[config.mk]
export PLATFORM = sky130hd
export DESIGN_NAME = ook_envelope_rx
export DESIGN_NICKNAME = d
export VERILOG_FILES = /design/src/rtl/ook_rx_pkg.sv /design/src/rtl/ook_win_timer.sv /design/src/rtl/ook_peak_hold.sv /design/src/rtl/ook_hyst_decide.sv /design/src/rtl/ook_envelope_rx.sv
export SDC_FILE = /design/constraint.sdc
export NUM_CORES = 1
export LEC_CHECK = 0
export ABC_AREA = 1
export BUFFER_PORTS_ARGS = -buffer_cell sky130_fd_sc_hd__buf_2
export CORE_AREA = 5 5 73 75
export CTS_BUF_LIST = sky130_fd_sc_hd__clkbuf_16
export CTS_CLUSTER_DIAMETER = 200
export CTS_CLUSTER_SIZE = 14
export DETAILED_ROUTE_END_ITERATION = 8
export DIE_AREA = 0 0 78 80
export PLACE_DENSITY = 0.73
export SLEW_MARGIN = 0
export SYNTH_ARGS = -nofsm -noshare
export SYNTH_HDL_FRONTEND = slang
export SYNTH_SLANG_ARGS = --single-unit
[constraint.sdc]
create_clock -name clk -period 1.8 [get_ports clk]
set_clock_uncertainty 0.15 [all_clocks]
set_input_delay 0.18 -clock clk [delete_from_list [all_inputs] [get_ports clk]]
set_output_delay 0.18 -clock clk [all_outputs]
set_load 0.02 [all_outputs]
[src/rtl/ook_rx_pkg.sv]
package ook_rx_pkg;

  // class of one window's envelope against the two thresholds
  typedef enum logic [1:0] {
    CLS_NONE  = 2'd0,
    CLS_QUIET = 2'd1,
    CLS_BAND  = 2'd2,
    CLS_CARR  = 2'd3
  } env_class_e;

endpackage

[src/rtl/ook_win_timer.sv]
// Window timer: one pulse per carrier period, length set by the select word.
module ook_win_timer #(
  parameter int FSEL_W   = 2,
  parameter int PER_MIN  = 8,
  parameter int PER_STEP = 4
) (
  input  logic              clk,
  input  logic              rst,
  input  logic              clr,
  input  logic [FSEL_W-1:0] fsel,
  output logic              win_end
);

  localparam int PER_MAX = PER_MIN + ((1 << FSEL_W) - 1) * PER_STEP;
  localparam int CNT_W   = (PER_MAX > 1) ? $clog2(PER_MAX) : 1;

  logic [CNT_W-1:0] cnt_q;
  logic [CNT_W-1:0] last_idx;
  int               len_i;

  always_comb begin
    len_i    = PER_MIN + int'(fsel) * PER_STEP;
    last_idx = CNT_W'(len_i - 1);
  end

  // >= so that a select change mid-window never overruns the counter
  assign win_end = (cnt_q >= last_idx) && !clr;

  always_ff @(posedge clk) begin
    if (rst || clr) begin
      cnt_q <= '0;
    end else if (win_end) begin
      cnt_q <= '0;
    end else begin
      cnt_q <= cnt_q + CNT_W'(1);
    end
  end

endmodule

[src/rtl/ook_peak_hold.sv]
// Folds each sample to its magnitude and keeps the window maximum.
module ook_peak_hold #(
  parameter int SAMPLE_W = 12,
  parameter bit IN_REG   = 1'b1,
  localparam int MAG_W   = SAMPLE_W - 1
) (
  input  logic                       clk,
  input  logic                       rst,
  input  logic                       clr,
  input  logic signed [SAMPLE_W-1:0] sample,
  input  logic                       win_end,
  output logic [MAG_W-1:0]           env_q,
  output logic                       env_valid
);

  localparam logic [MAG_W-1:0]    MAG_MAX = {MAG_W{1'b1}};
  localparam logic [SAMPLE_W-1:0] NEG_MIN = {1'b1, {(SAMPLE_W-1){1'b0}}};

  logic [SAMPLE_W-1:0] neg_s;
  logic [MAG_W-1:0]    mag_now;
  logic [MAG_W-1:0]    mag_use;
  logic [MAG_W-1:0]    acc_q;
  logic [MAG_W-1:0]    acc_max;

  // absolute value with saturation of the most negative code
  always_comb begin
    neg_s = ~sample + SAMPLE_W'(1);
    if (!sample[SAMPLE_W-1]) begin
      mag_now = sample[MAG_W-1:0];
    end else if (sample == NEG_MIN) begin
      mag_now = MAG_MAX;
    end else begin
      mag_now = neg_s[MAG_W-1:0];
    end
  end

  generate
    if (IN_REG) begin : g_in_reg
      logic [MAG_W-1:0] mag_q;
      always_ff @(posedge clk) begin
        if (rst || clr) begin
          mag_q <= '0;
        end else begin
          mag_q <= mag_now;
        end
      end
      assign mag_use = mag_q;
    end else begin : g_in_comb
      assign mag_use = mag_now;
    end
  endgenerate

  assign acc_max = (mag_use > acc_q) ? mag_use : acc_q;

  always_ff @(posedge clk) begin
    if (rst || clr) begin
      acc_q     <= '0;
      env_q     <= '0;
      env_valid <= 1'b0;
    end else if (win_end) begin
      env_q     <= acc_max;
      env_valid <= 1'b1;
      acc_q     <= '0;
    end else begin
      acc_q     <= acc_max;
      env_valid <= 1'b0;
    end
  end

endmodule

[src/rtl/ook_hyst_decide.sv]
// Two-threshold decision with confirmation over consecutive windows.
module ook_hyst_decide
  import ook_rx_pkg::*;
#(
  parameter int MAG_W       = 11,
  parameter int TH_CARRIER  = 1200,
  parameter int TH_QUIET    = 400,
  parameter int CONFIRM_WIN = 2
) (
  input  logic             clk,
  input  logic             rst,
  input  logic             clr,
  input  logic [MAG_W-1:0] env_q,
  input  logic             env_valid,
  output logic             dec_r
);

  localparam logic [MAG_W-1:0] TH_C  = MAG_W'(TH_CARRIER);
  localparam logic [MAG_W-1:0] TH_Q  = MAG_W'(TH_QUIET);
  localparam int               STK_W = $clog2(CONFIRM_WIN + 1);

  env_class_e cls_now;

  always_comb begin
    if (env_q >= TH_C) begin
      cls_now = CLS_CARR;
    end else if (env_q < TH_Q) begin
      cls_now = CLS_QUIET;
    end else begin
      cls_now = CLS_BAND;
    end
  end

  generate
    if (CONFIRM_WIN <= 1) begin : g_direct
      always_ff @(posedge clk) begin
        if (rst || clr) begin
          dec_r <= 1'b1;
        end else if (env_valid) begin
          if (cls_now == CLS_CARR) begin
            dec_r <= 1'b0;
          end else if (cls_now == CLS_QUIET) begin
            dec_r <= 1'b1;
          end
        end
      end
    end else begin : g_streak
      env_class_e       prev_q;
      logic [STK_W-1:0] streak_q;
      logic [STK_W-1:0] streak_nx;
      logic             confirmed;

      always_comb begin
        if (cls_now != prev_q) begin
          streak_nx = STK_W'(1);
        end else if (streak_q >= STK_W'(CONFIRM_WIN)) begin
          streak_nx = streak_q;
        end else begin
          streak_nx = streak_q + STK_W'(1);
        end
        confirmed = (streak_nx >= STK_W'(CONFIRM_WIN));
      end

      always_ff @(posedge clk) begin
        if (rst || clr) begin
          prev_q   <= CLS_NONE;
          streak_q <= '0;
          dec_r    <= 1'b1;
        end else if (env_valid) begin
          prev_q   <= cls_now;
          streak_q <= streak_nx;
          if (confirmed && cls_now == CLS_CARR) begin
            dec_r <= 1'b0;
          end else if (confirmed && cls_now == CLS_QUIET) begin
            dec_r <= 1'b1;
          end
        end
      end
    end
  endgenerate

endmodule

[src/rtl/ook_envelope_rx.sv]
// Top: envelope receiver with failsafe and output gating.
module ook_envelope_rx #(
  parameter int SAMPLE_W    = 12,
  parameter int FSEL_W      = 2,
  parameter int PER_MIN     = 8,
  parameter int PER_STEP    = 4,
  parameter int TH_CARRIER  = 1200,
  parameter int TH_QUIET    = 400,
  parameter int CONFIRM_WIN = 2,
  parameter bit IN_REG      = 1'b1
) (
  input  logic                       clk,
  input  logic                       rst,
  input  logic signed [SAMPLE_W-1:0] sample_i,
  input  logic                       tx_mode_i,
  input  logic [FSEL_W-1:0]          fsel_i,
  output logic                       rx_data_o,
  output logic                       rx_oe_o
);

  localparam int MAG_W = SAMPLE_W - 1;

  logic             win_end;
  logic [MAG_W-1:0] env_q;
  logic             env_valid;
  logic             dec_r;

  ook_win_timer #(
    .FSEL_W  (FSEL_W),
    .PER_MIN (PER_MIN),
    .PER_STEP(PER_STEP)
  ) u_timer (
    .clk    (clk),
    .rst    (rst),
    .clr    (tx_mode_i),
    .fsel   (fsel_i),
    .win_end(win_end)
  );

  ook_peak_hold #(
    .SAMPLE_W(SAMPLE_W),
    .IN_REG  (IN_REG)
  ) u_peak (
    .clk      (clk),
    .rst      (rst),
    .clr      (tx_mode_i),
    .sample   (sample_i),
    .win_end  (win_end),
    .env_q    (env_q),
    .env_valid(env_valid)
  );

  ook_hyst_decide #(
    .MAG_W      (MAG_W),
    .TH_CARRIER (TH_CARRIER),
    .TH_QUIET   (TH_QUIET),
    .CONFIRM_WIN(CONFIRM_WIN)
  ) u_decide (
    .clk      (clk),
    .rst      (rst),
    .clr      (tx_mode_i),
    .env_q    (env_q),
    .env_valid(env_valid),
    .dec_r    (dec_r)
  );

  always_ff @(posedge clk) begin
    if (rst) begin
      rx_data_o <= 1'b1;
      rx_oe_o   <= 1'b0;
    end else begin
      rx_oe_o   <= !tx_mode_i;
      rx_data_o <= tx_mode_i ? 1'b1 : dec_r;
    end
  end

endmodule

### Word-level counts from Yosys, hierarchy flattened

Cells that the tools add are included.

* order comparisons: 6
* $add $sub $neg: 5
* reduce and logical (&&, ||, !) cells: 9
* equality and inequality tests: 4
* mux-type cells: 10
* bitwise logic cells: 1

Operators with widths (count)
* $mux W11: 3
* $eq A12 B12 Y1 const B: 1
* $add A11 B2 Y11 const B: 1
* $ge A11 B11 Y1 const B: 1
* $gt A11 B11 Y1: 1
* $lt A11 B9 Y1 const B: 1
* $not A11 Y11: 1
* $mux W2: 4
* $add A4 B4 Y5 const A: 1
* $add A5 B1 Y5 const B: 1
* $ge A5 B5 Y1: 1
* $sub A5 B2 Y5 const B: 1
* $ge A2 B2 Y1 const B: 2
* $reduce_or A2 Y1: 2
* $logic_and A1 B1 Y1: 3
* $mux W1: 3
* $add A2 B1 Y2 const B: 1
* $eq A2 B1 Y1 const B: 1
* $eq A2 B2 Y1 const B: 1
* $ne A2 B2 Y1: 1
* $reduce_and A2 Y1: 1
* $reduce_bool A2 Y1: 1
* $logic_not A1 Y1: 1
* $logic_or A1 B1 Y1: 1

* output and inout bits: 2
* input port bits: 17
* logic and storage cells: 45
* register bits: 46

### Longest topological paths before layout

Gate-level depths: netlist of the first run.

* word-level depth: 9
* depth in mapped cells: 12
* mapped depth without buffers: 11

### Modules after synthesis

A second synthesis of the first run with hierarchy kept.

* cells, all modules: 359
* area, all modules: 2512.4 sq um

By module, submodules not included
* ook_peak_hold: sequential area each 680.7 sq um, area an instance 1778.0 sq um, cells an instance 254, times used 1
* ook_hyst_decide: sequential area each 100.1 sq um, area an instance 381.6 sq um, cells an instance 61, times used 1
* ook_win_timer: sequential area each 100.1 sq um, area an instance 299.0 sq um, cells an instance 39, times used 1
* ook_envelope_rx: sequential area each 40.0 sq um, area an instance 53.8 sq um, cells an instance 5, times used 1

### Least setup slack after synthesis of the first run

OpenSTA, ideal clock, no wires.

* path type: input to register
* start point: in fsel_i[0]
* end point: reg u_peak.env_q[5]
* required time: 1.537 ns
* library setup time: 0.113 ns
* stages on the path: 12
* path buffers: 1
* arrival: 1.429 ns
* slack: 0.108 ns
* path through: ha_1 -> inv_1 -> ha_1 -> nand2_1 -> inv_1 -> a21boi_1 -> nand3_1 -> nand2_1 -> inv_1 -> buf_4 -> nand3_1 -> nand2_1

* cells in the longest elaborated chain, start to end: 4

RTL lines
* from (decl): RTL line ook_envelope_rx.sv:16 `input logic [FSEL_W-1:0] fsel_i,`
* $add A4 B4 Y5: RTL line ook_win_timer.sv:22 `len_i = PER_MIN + int'(fsel) * PER_STEP;`
* $sub A5 B2 Y5: RTL line ook_win_timer.sv:23 `last_idx = CNT_W'(len_i - 1);`
* $ge A5 B5 Y1: RTL line ook_win_timer.sv:27 `assign win_end = (cnt_q >= last_idx) && !clr;`
* $logic_and A1 B1 Y1: RTL line ook_win_timer.sv:27
* to (signal assigned): RTL line ook_peak_hold.sv:61 `env_q <= acc_max;`
* to (decl): RTL line ook_peak_hold.sv:12 `output logic [MAG_W-1:0] env_q,`

Every way passes these cells.
A chain may end at the register's enable or synchronous reset.

### Worst setup path in the final report of the first run

* start point: reg u_peak.acc_q[10]
* end point: reg u_peak.env_q[9]

* cells in the longest elaborated chain, start to end: 2

RTL lines
* from (decl): RTL line ook_peak_hold.sv:22 `logic [MAG_W-1:0] acc_q;`
* from (signal assigned): RTL line ook_peak_hold.sv:65 `acc_q <= acc_max;`
* $gt A11 B11 Y1: RTL line ook_peak_hold.sv:53 `assign acc_max = (mag_use > acc_q) ? mag_use : acc_q;`
* $mux W11: RTL line ook_peak_hold.sv:53

Every way passes these cells.

==> out/results.txt, run 1 <==
Number of buffers inserted during clock tree synthesis - 5
Number of design-rule violations left by the first detailed-router iteration - 80
Final cell count without fillers - 393
Post-DR wirelength/cell - 11.4 um
Share of the clock period used by the worst path - 96.7%
Synth-to-Final Area Change - 19.3%
Predominant post-synthesis flop cell - sky130_fd_sc_hd__dfxtp_1
Core ar. - 4600 sq um
Arrival time worst endpoint - 1.76 ns
Vias in the first global route - 1788
Worst-case clock buffer depth - 2
Startpoint type of the worst setup path - flop
Placement-stage worst setup slack - -0.137 ns
Weighted congestion reported at the end of routability-driven placement - 0.763
Final Total Pwr - 3.44 mW
Area leader, netlist - sky130_fd_sc_hd__dfxtp_1
Most repeated cell in the gate-level netlist after synthesis - sky130_fd_sc_hd__nand2_1
Min-Delay Path Class - in2reg
Post-Synthesis Mean Instance Area - 7.43 sq um
Clock latency on the worst-skew pair - 0.28 ns
Setup_tns - 0 ns
Clock tree root driver cell - sky130_fd_sc_hd__clkbuf_16
Initial Utilization - 50.9%
Highest ir drop seen on vdd - 0.000667 V
Final count of hold timing violations - 0
Reported max-cap violation count - 0
Count of hold-fix buffers inserted at cts - 0
Largest net degree at the start of global routing - 17
Kind of end point of the critical path - flop
Overall die area - 6240 sq um
Synthesis-stage register bit count - 42
Number of antenna violations at the first check in global routing - 0
Maximum fanout along the worst path - 7
Number of flops mapped to enable cells by yosys - 0
Leading cell types by total area after synthesis - sky130_fd_sc_hd__dfxtp_1, sky130_fd_sc_hd__nand2_1, sky130_fd_sc_hd__ha_1
Most frequent cells after synthesis - sky130_fd_sc_hd__nand2_1, sky130_fd_sc_hd__inv_1, sky130_fd_sc_hd__dfxtp_1
Total congestion overflow - 0
Antenna Diode Count - 0
Post-Synthesis Net Count - 350
Final layout net count - 374
Port buffer count - 18
Number of distinct library cells after synthesis - 34
Detailed placer's ending HPWL - 3.33 mm
Power density relative to cell area - 1230 nW/um^2
Worst slew margin - 73.8%
Horizontal die dimension - 78 um
Lkg Pwr - 1.31 nW
Overall global routing resource usage - 14.9%
Number of fillers in the final layout - 416
Result of the run - finished, final reports clean
Number of standard-cell rows in the floorplan - 25
Fraction of registers with async set/reset - 0%
Final Worst Setup Slack - 0.0602 ns
Synthesized instance count - 315
Proportion of netlist area held by the largest area contributor - 35.9%
Cell count after placement - 386
I/O Pins - 19
Required time of the worst setup path - 1.82 ns
Number of warnings printed during yosys synthesis - 0
Floorplan die height - 80 um
Total via count in the routed design - 1965
Clock Sink Count - 42
Count of antenna-violating nets left after detailed routing - 0
Final critical delay including setup and external delays - 1.74 ns
# H-tree levels - 2
Clock Pin Slew Worst Setup and Hold Paths - 0.05 ns
Clock tree from TritonCTS - done
Sequential-to-total area share from yosys stat - 35.9%
Fmax achieved - 575 MHz
Crit Path Category - reg2reg
Pre-Repair DR Iteration Count - 4
Final wirelength - 4.48 mm
Slew Viols, Final - 0
Share of layout cells above drive strength 1 - 31.0%
Number of design rule violations left after detail routing - 0
First-pass GRT wire length - 7.40 mm
Number of vias per cell after detailed routing - 5.00
Cell Area, Synth - 2340 sq um
Transition time at the pin with the least slew margin - 0.393 ns
Number of setup violations in the final report - 0
## registers in the layout, indices dropped and copies added, names as in the netlist, 2 cells and up
| register | flops |
|---|---|
| u_decide.g_streak.prev_q | 2 |
| u_decide.g_streak.streak_q | 2 |
| u_peak.acc_q | 11 |
| u_peak.env_q | 7 |
| u_peak.g_in_reg.mag_q | 11 |
| u_timer.cnt_q | 5 |
## cell type report
| class | count | area (sq um) | area share (%) |
|---|---|---|---|
| Tap cell | 54 | 67.6 | 2.42 |
| Clock inverter | 2 | 7.51 | 0.269 |
| Multi-Input combinational cell | 210 | 1370 | 49.1 |
| Sequential cell | 42 | 853 | 30.6 |
| Clock buffer | 5 | 125 | 4.48 |
| Timing Repair Buffer | 25 | 159 | 5.70 |
| Inverter | 55 | 206 | 7.40 |
## layer usage
layer,share of wire [%],global-route usage (%),vias up
met5,0,0,-
met4,0.40,4.56,0
met3,4.0,4.97,2
met2,50,25.2,37
met1,46,17.7,890
li1,-,-,1036
## per-stage QoR
step	area [sq um]	utilization [%]	hold WS [ns]
finish	2790	60.7	0.0156
global route	2790	60.7	0.0145
CTS	2630	57.2	0.0177
detailed placement	2490	54.3	0.282
global placement	2490	54.3	0.273
floorplan	2340	-	0.173
## layout by cell type (no fill, tap or decap)
cell type                   count
sky130_fd_sc_hd__nand4_2        1
sky130_fd_sc_hd__dfxtp_2       10
sky130_fd_sc_hd__o21ai_2        2
sky130_fd_sc_hd__a21o_1         1
sky130_fd_sc_hd__inv_1         43
sky130_fd_sc_hd__a21oi_2        4
sky130_fd_sc_hd__nand4_4        1
sky130_fd_sc_hd__buf_6          1
sky130_fd_sc_hd__ha_4           8
sky130_fd_sc_hd__buf_2         18
sky130_fd_sc_hd__nor3_1         1
sky130_fd_sc_hd__ha_1          10
sky130_fd_sc_hd__nor3_4         1
sky130_fd_sc_hd__a31oi_1        3
sky130_fd_sc_hd__o21ai_0        3
sky130_fd_sc_hd__xor2_1         6
sky130_fd_sc_hd__nor2_4         1
sky130_fd_sc_hd__a21oi_1       13
sky130_fd_sc_hd__buf_12         1
sky130_fd_sc_hd__nand2_1       58
sky130_fd_sc_hd__dfxtp_1       32
sky130_fd_sc_hd__o21ai_1        3
sky130_fd_sc_hd__nand3_1       22
sky130_fd_sc_hd__clkinv_1       1
sky130_fd_sc_hd__xnor2_1        2
sky130_fd_sc_hd__nand2_2       22
sky130_fd_sc_hd__or2_2          1
sky130_fd_sc_hd__a21boi_1       1
sky130_fd_sc_hd__a21boi_0       1
sky130_fd_sc_hd__inv_2         13
sky130_fd_sc_hd__nand3_2        5
sky130_fd_sc_hd__nor2_1        25
sky130_fd_sc_hd__nand4_1        8
sky130_fd_sc_hd__buf_4          5
sky130_fd_sc_hd__nor2_2         4
sky130_fd_sc_hd__nand2_4        2
sky130_fd_sc_hd__clkbuf_16      5
sky130_fd_sc_hd__o21a_1         1
## final timing paths
check	end	start	slack, ns	cells past startpoint
worst max-delay path	u_peak.env_q[9]	u_peak.acc_q[10]	0.06	12
worst min-delay path	u_peak.g_in_reg.mag_q[10]	sample_i[10]	0.02	3
worst max register to register	u_peak.env_q[9]	u_peak.acc_q[10]	0.06	12
worst min register to register	rx_data_o	u_decide.dec_r	0.30	1
## worst max-delay path, cell delays in order (launching register included)
cell                      delay, ns
sky130_fd_sc_hd__dfxtp_2       0.32
sky130_fd_sc_hd__inv_2         0.05
sky130_fd_sc_hd__ha_4          0.26
sky130_fd_sc_hd__nand2_2       0.07
sky130_fd_sc_hd__nor2_4        0.13
sky130_fd_sc_hd__nand3_1       0.10
sky130_fd_sc_hd__nand3_2       0.07
sky130_fd_sc_hd__nand2_2       0.08
sky130_fd_sc_hd__inv_2         0.08
sky130_fd_sc_hd__buf_12        0.13
sky130_fd_sc_hd__nand2_2       0.06
sky130_fd_sc_hd__nand3_1       0.09
sky130_fd_sc_hd__nand2_1       0.05
## where the power goes
group          leakage [nW]  total (mW)  internal, mW  switching [mW]
registers             0.346        1.08          1.03          0.0487
logic                 0.896        1.56         0.650           0.906
clock network        0.0723       0.804         0.494           0.310
## kinds of logic after synthesis
family | synth area share, %
simple gates | 32.1
compound gates | 7.59
buf+inv | 11.7
xor+xnor | 2.99
flops | 35.9
fa+ha+maj | 9.63
## what timing repair did
action                     4_1_cts  5_1_grt
resized for setup                1       42
buffers inserted                 0        0
pin swaps                        1        7
hold endpoints to repair         0        0
gates cloned                     0        0
setup endpoints to repair        4       23
Power figures use the tool's default switching activity.
==> run 2: changes to the inputs <==
- CORE_AREA: 5 5 73 75 -> 5 5 75 77
- DIE_AREA: 0 0 78 80 -> 0 0 80 82
- SYNTH_HIERARCHICAL: not set -> 1
==> run 2 against run 1 <==
  * Routed wire length grew 32%
  * Die area grew 5.1%
  * Core utilization grew 3.7 points
  * Total power grew 15%
  * Cell count grew 14%
  * Non-clock buffer count grew 9
  * The run now ends with negative setup slack left
  * Fmax shrank 4.3%
  * Critical path type unchanged
  * Final area grew 14%
  * Area after synthesis grew 1.8%
  * Clock power grew 24%
  * Via count grew 15%
==> out/results.txt, run 2 <==
Setup_tns - -0.0187 ns (-0.0187 ns)
Post-detailed-placement cell area - 2580 sq um (+3.5%)
Worst-case clock buffer depth - 2 (unchanged)
Post-Synthesis Net Count - 378 (+8.0%)
Fmax achieved - 550 MHz (-4.3%)
Met3 track utilization from global routing - 3.73% (-1.2 points)
Worst hold slack across all endpoints - 0.0114 ns (-0.00425 ns)
Post-DR wirelength/cell - 13.2 um (+16%)
Reported max-cap violation count - 0 (unchanged)
Horizontal die dimension - 80 um (+2.6%)
Lkg Pwr - 1.49 nW (+14%)
Maximum fanout along the worst path - 6 (-1)
First-pass GRT wire length - 8.60 mm (+16%)
Unrepaired setup endpoints after global routing - true
Initial Utilization - 48.2% (-2.7 points)
Violated checks - negative setup slack
Share of the clock period used by the worst path - 101% (+4.4 points)
Final Worst Setup Slack - -0.0183 ns (-0.0785 ns)
Detailed placer's ending HPWL - 3.43 mm (+3.0%)
Result of the run - complete, but fails checks
Global routing usage on met2 - 31.0% (+5.8 points)
I/O Pins - 19 (unchanged)
Vias in the first global route - 2080 (+16%)
Clock latency on the worst-skew pair - 0.28 ns (about the same)
Commonest cells after routing, fill and taps aside - sky130_fd_sc_hd__nand2_1, sky130_fd_sc_hd__inv_1, sky130_fd_sc_hd__dfxtp_1
Final count of hold timing violations - 0 (unchanged)
# H-tree levels - 2 (unchanged)
Largest net degree at the start of global routing - 14 (-3)
Summed area of non-filler cells in the final layout - 3180 sq um (+14%)
Synthesized instance count - 343 (+8.9%)
Number of vias per cell after detailed routing - 5.01 (+0.27%)
Number of standard-cell rows in the floorplan - 26 (+4.0%)
Floorplan die height - 82 um (+2.5%)
Number of setup violations in the final report - 2 (+2)
Kind of end point of the critical path - flop
Clock Pin Slew Worst Setup and Hold Paths - 0.06 ns (about the same)
Count of antenna-violating nets left after detailed routing - 0 (unchanged)
Synth-to-Final Area Change - 33.6%
Final layout net count - 413 (+10%)
Cell Area, Synth - 2380 sq um (+1.8%)
Core ar. - 4940 sq um (+7.5%)
Top Registers - u_peak/acc_q x11, u_peak/g_in_reg.mag_q x11, u_peak/env_q x7
Clock tree from TritonCTS - done
Port buffer count - 18 (unchanged)
Number of antenna violations at the first check in global routing - 0 (unchanged)
Number of design rule violations left after detail routing - 0 (unchanged)
Overall global routing resource usage - 16.6% (+1.8 points)
Required time of the worst setup path - 1.83 ns (about the same)
Number of buffers inserted during clock tree synthesis - 5 (unchanged)
Most Crowded Layer GR - met2
Arrival time worst endpoint - 1.85 ns (+0.09 ns)
Worst slew margin - 80.4% (+6.6 points)
Overall die area - 6560 sq um (+5.1%)
Most common cell after layout, fill and taps aside - sky130_fd_sc_hd__nand2_1
Post-Synthesis Mean Instance Area - 6.95 sq um (-6.5%)
Pre-Repair DR Iteration Count - 4 (unchanged)
Weighted congestion reported at the end of routability-driven placement - 0.779 (+2.1%)
Number of design-rule violations left by the first detailed-router iteration - 96 (+20%)
Antenna Diode Count - 0 (unchanged)
Clock Sink Count - 42 (unchanged)
Final Total Pwr - 3.96 mW (+15%)
Share of layout cells above drive strength 1 - 33.2% (+2.3 points)
Transition time at the pin with the least slew margin - 0.293 ns (-0.0994 ns)
Slack of the worst reg-to-reg path - -0.02 ns (-0.08 ns)
Number of fillers in the final layout - 403 (-3.1%)
Crit Path Category - reg2reg
Clock tree root driver cell - sky130_fd_sc_hd__clkbuf_16
Total congestion overflow - 0 (unchanged)
Total via count in the routed design - 2251 (+15%)
Min-Delay Path Class - in2reg
Power density relative to cell area - 1240 nW/um^2 (+0.95%)
Final wirelength - 5.91 mm (+32%)
Startpoint type of the worst setup path - flop
Slew Viols, Final - 0 (unchanged)
Number of warnings printed during yosys synthesis - 6 (+6)
Highest ir drop seen on vdd - 0.000584 V (-12%)
Final critical delay including setup and external delays - 1.82 ns (+0.0785 ns)
Met1 track utilization from global routing - 18.5% (+0.76 points)
## run 2: through the flow
stage | setup WS, ns | util (%) | std cells
CTS | -0.00879 | 58.0 | 444
floorplan | 0.0292 | - | 343
global route | -0.114 | 64.3 | 449
finish | -0.0183 | 64.3 | 449
detailed placement | -0.146 | 52.2 | 431
global placement | -0.0790 | 52.2 | 431
## run 2: what timing repair did
action / in CTS / in global routing
buffers inserted: 0 / 5
gates cloned: 3 / 0
endpoints found under the hold margin: 2 / 0
endpoints found under the setup margin: 13 / 18
pin swaps: 8 / 30
gates resized for setup: 20 / 67
hold buffers: 2 / 0
## run 2: layout make-up
cell class              count  area, sq um  area share (%)
clock inverters             3         41.3            1.30
flip-flops and latches     42          853            26.8
repair buffers             34          259            8.14
multi-input cells         229         1570            49.2
inverters                  66          250            7.86
well taps                  70         87.6            2.75
clock buffers               5          125            3.93
## run 2: final timing paths
check	startpoint	endpoint	cells past startpoint
min	sample_i[10]	u_peak/g_in_reg.mag_q[10]	3
min reg2reg	u_decide/dec_r	rx_data_o	2
max reg2reg	u_peak/g_in_reg.mag_q[6]	u_peak/env_q[9]	11
max	u_peak/g_in_reg.mag_q[6]	u_peak/env_q[9]	11
## run 2: power by group
part	switching (mW)	internal, mW	total, mW
clock	0.349	0.648	0.997
sequential	0.0433	1.02	1.06
combinational	1.16	0.736	1.90
total	1.55	2.41	3.96
## run 2: per-layer routing
metal  share of wire [%]  vias to the layer above
li1                    -                     1141
met3                 3.5                       15
met5                   0                        -
met1                  42                     1039
met2                  52                       56
met4                 2.5                        0
## run 2: worst max-delay path, stage by stage (launching register included)
cell and delay, ns:
sky130_fd_sc_hd__dfxtp_1 0.36, sky130_fd_sc_hd__ha_4 0.30, sky130_fd_sc_hd__nand2_2 0.05, sky130_fd_sc_hd__inv_2 0.07, sky130_fd_sc_hd__nand2_2 0.07, sky130_fd_sc_hd__nor2_4 0.09
sky130_fd_sc_hd__nand2_2 0.08, sky130_fd_sc_hd__nand3_4 0.15, sky130_fd_sc_hd__buf_12 0.16, sky130_fd_sc_hd__nand3_4 0.09, sky130_fd_sc_hd__nand3_2 0.09, sky130_fd_sc_hd__nand2_1 0.06
